$ cat config.mk
export PLATFORM = sky130hd
export DESIGN_NAME = alu8_status
export DESIGN_NICKNAME = d
export VERILOG_FILES = /design/src/rtl/alu8_pkg.sv /design/src/rtl/alu8_core.sv /design/src/rtl/alu8_flagreg.sv /design/src/rtl/alu8_status.sv
export SDC_FILE = /design/constraint.sdc
export NUM_CORES = 1
export LEC_CHECK = 0
export CAP_MARGIN = 10
export CORE_AREA = 2 2 92 94
export CTS_CLUSTER_DIAMETER = 120
export CTS_CLUSTER_SIZE = 25
export DETAILED_ROUTE_END_ITERATION = 10
export DIE_AREA = 0 0 94 96
export DONT_BUFFER_PORTS = 1
export HOLD_SLACK_MARGIN = 0.06
export SYNTH_ARGS = -nofsm -noshare
export SYNTH_HDL_FRONTEND = slang
export SYNTH_SLANG_ARGS = --single-unit
$ cat constraint.sdc
create_clock -name clk -period 14.83 [get_ports clk]
set_clock_uncertainty 0.2 [all_clocks]
set_input_delay 2.966 -clock clk [delete_from_list [all_inputs] [get_ports clk]]
set_output_delay 2.966 -clock clk [all_outputs]
set_load 0.01 [all_outputs]
$ cat src/rtl/alu8_pkg.sv
package alu8_pkg;
  localparam int DW  = 8;
  localparam int NW  = DW / 2;
  localparam int OPW = 5;
  localparam int SW  = 8;
  localparam int ST_C   = 0;
  localparam int ST_AC  = 1;
  localparam int ST_Z   = 2;
  localparam int ST_OV  = 3;
  localparam int ST_PDF = 4;
  localparam int ST_TO  = 5;
  localparam int LOW_FLAGS = 4;

  typedef enum logic [OPW-1:0] {
    OP_ADD = 5'd0,  OP_ADC = 5'd1,  OP_SUB = 5'd2,  OP_SBC = 5'd3,
    OP_DAA = 5'd4,  OP_AND = 5'd5,  OP_OR  = 5'd6,  OP_XOR = 5'd7,
    OP_CPL = 5'd8,  OP_RL  = 5'd9,  OP_RR  = 5'd10, OP_RLC = 5'd11,
    OP_RRC = 5'd12, OP_INC = 5'd13, OP_DEC = 5'd14, OP_SZ  = 5'd15,
    OP_SNZ = 5'd16, OP_SIZ = 5'd17, OP_SDZ = 5'd18
  } alu_op_e;

  typedef struct packed {
    logic [DW-1:0] sum;
    logic          c;
    logic          ac;
    logic          ov;
  } addres_t;

  // Shared adder: subtraction passes ~y and a carry-in of 1 (no borrow).
  function automatic addres_t add_f(logic [DW-1:0] x, logic [DW-1:0] y, logic ci);
    logic [DW:0] full;
    logic [NW:0] half;
    addres_t     r;
    full  = {1'b0, x} + {1'b0, y} + {{DW{1'b0}}, ci};
    half  = {1'b0, x[NW-1:0]} + {1'b0, y[NW-1:0]} + {{NW{1'b0}}, ci};
    r.sum = full[DW-1:0];
    r.c   = full[DW];
    r.ac  = half[NW];
    r.ov  = (x[DW-1] == y[DW-1]) && (full[DW-1] != x[DW-1]);
    return r;
  endfunction

  // Decimal adjust: returns {carry, value}.
  function automatic logic [DW:0] daa_f(logic [DW-1:0] x, logic ac, logic c);
    logic        lo_fix, hi_fix;
    logic [DW:0] t, u;
    lo_fix = (x[NW-1:0] > 4'd9) || ac;
    t      = {1'b0, x} + (lo_fix ? 9'h006 : 9'h000);
    hi_fix = (t[DW-1:NW] > 4'd9) || c || t[DW];
    u      = {1'b0, t[DW-1:0]} + (hi_fix ? 9'h060 : 9'h000);
    return {c | t[DW] | u[DW], u[DW-1:0]};
  endfunction
endpackage

$ cat src/rtl/alu8_core.sv
module alu8_core
  import alu8_pkg::*;
(
  input  logic                 op_valid,
  input  logic [OPW-1:0]       op_code,
  input  logic [DW-1:0]        a,
  input  logic [DW-1:0]        b,
  input  logic                 c_in,
  input  logic                 ac_in,
  output logic [DW-1:0]        res,
  output logic                 we,
  output logic                 skip,
  output logic [LOW_FLAGS-1:0] fmask,
  output logic [LOW_FLAGS-1:0] fval
);
  addres_t       ar;
  logic [DW:0]   dj;
  logic [DW-1:0] b_inc, b_dec;
  alu_op_e       op;

  assign op    = alu_op_e'(op_code);
  assign b_inc = b + 1'b1;
  assign b_dec = b - 1'b1;
  assign dj    = daa_f(a, ac_in, c_in);

  always_comb begin
    case (op)
      OP_ADC:  ar = add_f(a, b, c_in);
      OP_SUB:  ar = add_f(a, ~b, 1'b1);
      OP_SBC:  ar = add_f(a, ~b, c_in);
      default: ar = add_f(a, b, 1'b0);
    endcase
  end

  always_comb begin
    res   = '0;
    we    = 1'b0;
    skip  = 1'b0;
    fmask = '0;
    fval  = '0;
    if (op_valid) begin
      unique case (op)
        OP_ADD, OP_ADC, OP_SUB, OP_SBC: begin
          res = ar.sum; we = 1'b1; fmask = '1;
          fval[ST_C] = ar.c; fval[ST_AC] = ar.ac;
          fval[ST_OV] = ar.ov; fval[ST_Z] = (ar.sum == '0);
        end
        OP_DAA: begin
          res = dj[DW-1:0]; we = 1'b1;
          fmask[ST_C] = 1'b1; fval[ST_C] = dj[DW];
        end
        OP_AND, OP_OR, OP_XOR, OP_CPL, OP_INC, OP_DEC: begin
          case (op)
            OP_AND:  res = a & b;
            OP_OR:   res = a | b;
            OP_XOR:  res = a ^ b;
            OP_CPL:  res = ~b;
            OP_INC:  res = b_inc;
            default: res = b_dec;
          endcase
          we = 1'b1;
          fmask[ST_Z] = 1'b1; fval[ST_Z] = (res == '0);
        end
        OP_RL:  begin res = {b[DW-2:0], b[DW-1]}; we = 1'b1; end
        OP_RR:  begin res = {b[0], b[DW-1:1]};    we = 1'b1; end
        OP_RLC: begin
          res = {b[DW-2:0], c_in}; we = 1'b1;
          fmask[ST_C] = 1'b1; fval[ST_C] = b[DW-1];
        end
        OP_RRC: begin
          res = {c_in, b[DW-1:1]}; we = 1'b1;
          fmask[ST_C] = 1'b1; fval[ST_C] = b[0];
        end
        OP_SZ:  skip = (b == '0);
        OP_SNZ: skip = (b != '0);
        OP_SIZ: begin res = b_inc; we = 1'b1; skip = (b_inc == '0); end
        OP_SDZ: begin res = b_dec; we = 1'b1; skip = (b_dec == '0); end
        default: ;
      endcase
    end
  end
endmodule

$ cat src/rtl/alu8_flagreg.sv
module alu8_flagreg
  import alu8_pkg::*;
(
  input  logic                 clk,
  input  logic                 rst_n,
  input  logic                 wr_en,
  input  logic [SW-1:0]        wr_data,
  input  logic [LOW_FLAGS-1:0] upd_mask,
  input  logic [LOW_FLAGS-1:0] upd_val,
  input  logic                 wdt_ovf,
  input  logic                 wdt_clr,
  input  logic                 halt_ev,
  input  logic                 pwr_up,
  output logic [SW-1:0]        status
);
  logic [LOW_FLAGS-1:0] low_q, low_d;
  logic                 pdf_q, pdf_d, to_q, to_d;

  always_comb begin
    low_d = (low_q & ~upd_mask) | (upd_val & upd_mask);
    if (wr_en) low_d = wr_data[LOW_FLAGS-1:0];
    pdf_d = pdf_q;
    if (pwr_up || wdt_clr) pdf_d = 1'b0;
    else if (halt_ev)      pdf_d = 1'b1;
    to_d = to_q;
    if (pwr_up || wdt_clr || halt_ev) to_d = 1'b0;
    else if (wdt_ovf)                 to_d = 1'b1;
  end

  always_ff @(posedge clk or negedge rst_n) begin
    if (!rst_n) begin
      low_q <= '0;
      pdf_q <= 1'b0;
      to_q  <= 1'b0;
    end else begin
      low_q <= low_d;
      pdf_q <= pdf_d;
      to_q  <= to_d;
    end
  end

  always_comb begin
    status               = '0;
    status[LOW_FLAGS-1:0] = low_q;
    status[ST_PDF]       = pdf_q;
    status[ST_TO]        = to_q;
  end
endmodule

$ cat src/rtl/alu8_status.sv
module alu8_status
  import alu8_pkg::*;
(
  input  logic           clk,
  input  logic           rst_n,
  input  logic           op_valid,
  input  logic [4:0]     op_code,
  input  logic [7:0]     opnd_a,
  input  logic [7:0]     opnd_b,
  input  logic           st_wr_en,
  input  logic [7:0]     st_wr_data,
  input  logic           wdt_ovf,
  input  logic           wdt_clr,
  input  logic           halt_ev,
  input  logic           pwr_up,
  output logic [7:0]     result,
  output logic           result_we,
  output logic           skip,
  output logic [7:0]     status
);
  logic [LOW_FLAGS-1:0] flag_mask;
  logic [LOW_FLAGS-1:0] flag_val;

  alu8_core u_core (
    .op_valid (op_valid),
    .op_code  (op_code),
    .a        (opnd_a),
    .b        (opnd_b),
    .c_in     (status[ST_C]),
    .ac_in    (status[ST_AC]),
    .res      (result),
    .we       (result_we),
    .skip     (skip),
    .fmask    (flag_mask),
    .fval     (flag_val)
  );

  alu8_flagreg u_flags (
    .clk      (clk),
    .rst_n    (rst_n),
    .wr_en    (st_wr_en),
    .wr_data  (st_wr_data),
    .upd_mask (flag_mask),
    .upd_val  (flag_val),
    .wdt_ovf  (wdt_ovf),
    .wdt_clr  (wdt_clr),
    .halt_ev  (halt_ev),
    .pwr_up   (pwr_up),
    .status   (status)
  );
endmodule

==> parameters.txt <==
Parameter                              Value

Timing
  F_max ... 104.2 MHz
  Setup violation total in the final timing report ... 0
  Setup tns final ... 0 ns
  Unrepaired setup endpoints after global routing ... no
  Final-report max-slew violation count ... 0
  Period Utilization, post-route ... 0.6469
  Final count of hold timing violations ... 0
  Worst max-slew margin expressed relative to the limit ... 0.3452
  Measured slew at the worst slew-check pin ... roughly 0.97 ns
  Worst hold slack after final layout ... 0.4043 ns
  Minimum period implied by the final worst setup slack ... 9.593 ns

Min path
  Type of the tightest min-delay check ... reg -> reg
  Capture endpoint of the worst hold path ... u_flags.to_q
  Number of stages on the worst hold path ... 2
  Worst Hold Launch ... u_flags.to_q

Power and ir drop
  Power density over cell area ... 47.40 nW/um^2
  Net switching fraction of the power ... 0.5195
  Share of power burned in registers ... 0.113
  Reported leakage power ... 0.001411 uW
  Part of the power in combinational logic ... 0.751
  Reported net switching power ... 95.67 uW
  Internal Dissipation ... 88.49 uW
  Highest ir drop seen on vdd ... 0.00001745 V
  Share of total power in the clock network ... 0.136

Logic synthesis
  Average footprint of a synthesized cell ... 6.880 um^2
  Post-synthesis sequential area ratio ... 0.03849
  Post-synth top flop ... sky130_fd_sc_hd__dfrtp_1
  Flip-flop and latch count after synthesis ... 6
  FFs w/ async S/R, synth ... 1.000
  Distinct cells, synth ... 71
  Post-synth EDFFs ... 0
  Synth warn ... 0
  Instance count of the mapped netlist ... 567
  Cell area after technology mapping ... 3901 um^2

Global routing
  First-pass GRT wire length ... roughly 22000 um
  Vias in the first global route ... 3984
  Maximum number of pins on one net before global-route repair ... 40
  Antenna violations before repair ... 0
  Combined global-route utilization of all metal layers ... 0.3117
  Aggregate global routing overflow ... 0

CTS
  H-tree depth ... 1
  Count of hold-fix buffers inserted at cts ... 0
  Number of buffers inserted by post-CTS setup repair ... 0
  Number of sinks driven by the clock tree ... 6
  Clock-pin transition on the worst setup and hold timing paths ... 0.03 ns
  Clock latency on the worst-skew pair ... 0.23 ns
  Number of gates resized after cts ... 0
  Number of buffers between clock root and the deepest sink ... 2
  Clock tree from TritonCTS ... yes
  Clk Tree Root Cell ... sky130_fd_sc_hd__clkbuf_8
  CTS buffer count ... 3

Detailed routing
  Router iterations before antenna repair ... 5
  Number of routed nets with antenna violations ... 0
  Detail-routed via count per cell ... around 6.8
  DRC Markers ... 0
  Number of DRC violations after detailed-routing iteration 0 ... roughly 430
  Detailed-route via count ... 4321
  Wire length reported by the detailed router ... 13930 um
  Routed length per instance ... 21.79 um

Finish
  Area occupied by multi-input gates ... 3427 um^2
  Area added between synthesis and finish ... -0.4168%
  Non-filler cells in the finished layout ... 639
  Most used cells in the layout excluding fill and tap cells ... sky130_fd_sc_hd__nor2_1, sky130_fd_sc_hd__nand2_1, sky130_fd_sc_hd__ha_1
  Ant. Diodes ... 0
  Leading cell type in the layout, fill and taps excluded ... sky130_fd_sc_hd__nor2_1
  Register Area ... 150.1 um^2
  Share of final-layout standard cells stronger than drive strength 1 ... 0.04682
  Total of fill cells in the finished design ... approximately 860
  Core utilization of the finished layout ... 0.4825
  Total number of nets in the final design ... 615

Placement
  GPL Wtd Cong ... around 1
  DPL Wire Length ... 11080 um
  Buffers added on ports ... 0
  Instance count after placement with tap cells included ... 636

Setup path
  Critical path, cell by cell ... inv_1 > ha_1 > inv_1 > fa_1 > or2_2 > a2111oi_1 > a211oi_1 > a2111oi_4 > or3_1 > a21oi_1 > or3_1 > a22o_1
  Worst Setup End Kind ... output port
  Required time of the worst setup path ... 11.66 ns
  Highest fanout seen on the critical path ... 14
  Worst Setup Path Type ... in -> out
  Worst R2R Setup Slack ... 11.14 ns
  Cell with the biggest individual delay on the critical path ... sky130_fd_sc_hd__fa_1
  Max stage delay on crit path ... roughly 0.50 ns
  Total buffers and inverters traversed by the critical path ... 2
  Data arrival time of the critical path ... 6.43 ns
  CP Launch Type ... input port
  Crit-path leading delay family ... compound AO/OA/AOI/OAI gates
  Number of cells traversed by the worst register-to-register path ... 14

Floorplan
  DIE WIDTH ... 94 um
  Starting Density ... 0.4845
  Die span in y ... 96 um
  Number of ports placed on the die boundary ... 55
  Overall die area ... 9024 um^2
  Core footprint ... 8051 um^2
  Std cell rows ... 33

Run status
  Result of the run ... complete, no violations

Run
  Total of max-cap violations ... 0
==> worst max-delay path by stage <==
| stage | from | end | slack (ns) | depth (start not counted) |
|---|---|---|---|---|
| after global routing | opnd_b[0] | result[7] | 5.06 | 12 |
| final | opnd_b[0] | result[7] | 5.24 | 12 |
| after CTS | opnd_b[0] | result[7] | 5.31 | 12 |
| after detailed placement | opnd_b[0] | result[7] | 5.34 | 12 |
| after floorplan | opnd_b[0] | result[7] | 5.69 | 13 |
| after global placement | opnd_b[0] | result[7] | 5.37 | 12 |
==> cell families after synthesis <==
family | synth area share
AND/OR/NAND/NOR | 0.3021
multiplexers | 0.02598
buffers and inverters | 0.08403
flip-flops | 0.03849
XOR/XNOR | 0.09622
AO/OA/AOI/OAI | 0.3098
adder cells (fa/ha/maj) | 0.1424
other | 0.0009612
==> power by group through the flow <==
| stage | Clock [uW] | Sequential (uW) | Combinational (uW) |
|---|---|---|---|
| global placement | 0 | 21.0 | 133 |
| CTS | 25.6 | 20.8 | 135 |
| global route | 26.4 | 21.1 | 151 |
| detailed placement | 0 | 21.0 | 134 |
| floorplan | 0 | 19.3 | 113 |
| finish | 25.1 | 20.8 | 138 |
==> per-stage QoR <==
step | instance area (um^2) | setup WS, ns | total power, uW
after floorplan | 3905 | 5.685 | 132.3
after global placement | 3844 | 5.374 | 153.7
after detailed placement | 3844 | 5.336 | 155.4
after CTS | 3885 | 5.314 | 181.4
after global routing | 3885 | 5.057 | 198.2
final | 3885 | 5.237 | 184.2
==> worst reg2reg max path: cells and delay by family, from the launching register on <==
family | cells | cell delay, ns
compound gates | 5 | 1.02
fa+ha+maj | 3 | 0.87
buf+inv | 1 | 0.06
flops | 1 | 0.50
simple gates | 5 | 0.94
==> cell usage after synthesis, types with 5 or more instances <==
cell / number / area share
sky130_fd_sc_hd__nand2b_1: 18 / 0.029
sky130_fd_sc_hd__a211oi_1: 10 / 0.019
sky130_fd_sc_hd__ha_1: 38 / 0.12
sky130_fd_sc_hd__buf_2: 10 / 0.013
sky130_fd_sc_hd__or3_1: 9 / 0.014
sky130_fd_sc_hd__o2111ai_1: 5 / 0.011
sky130_fd_sc_hd__nor2_1: 59 / 0.057
sky130_fd_sc_hd__nor4_1: 8 / 0.013
sky130_fd_sc_hd__nand2_1: 43 / 0.041
sky130_fd_sc_hd__o22ai_1: 9 / 0.014
sky130_fd_sc_hd__nand3_1: 18 / 0.023
sky130_fd_sc_hd__a22oi_1: 8 / 0.015
sky130_fd_sc_hd__mux2i_1: 9 / 0.023
sky130_fd_sc_hd__buf_4: 6 / 0.012
sky130_fd_sc_hd__xor2_1: 8 / 0.018
sky130_fd_sc_hd__a31oi_1: 9 / 0.014
sky130_fd_sc_hd__or2_2: 6 / 0.0096
sky130_fd_sc_hd__a21oi_1: 30 / 0.038
sky130_fd_sc_hd__o211ai_1: 10 / 0.019
sky130_fd_sc_hd__nand4_1: 6 / 0.0096
sky130_fd_sc_hd__o21ai_0: 36 / 0.046
sky130_fd_sc_hd__xnor2_1: 33 / 0.074
sky130_fd_sc_hd__nor3_1: 17 / 0.022
sky130_fd_sc_hd__clkbuf_1: 16 / 0.015
sky130_fd_sc_hd__nor3b_1: 7 / 0.013
sky130_fd_sc_hd__a221oi_1: 11 / 0.025
sky130_fd_sc_hd__inv_1: 34 / 0.033
sky130_fd_sc_hd__nor2b_1: 10 / 0.016
sky130_fd_sc_hd__dfrtp_1: 6 / 0.038
==> routing by layer <==
metal / part of all wire / GRT usage
met1: 0.45 / 0.4504
met2: 0.45 / 0.5101
met3: 0.092 / 0.03602
met4: 0.010 / 0.04106
met5: 0 / 0
==> final cells by class <==
class | instances | share of cell area
well taps | 105 | 0.03382
repair buffers | 1 | 0.001932
inverters | 34 | 0.03285
multi-input cells | 490 | 0.8821
flip-flops and latches | 6 | 0.03865
clock buffers | 3 | 0.01063
Power figures use the tool's default switching activity.
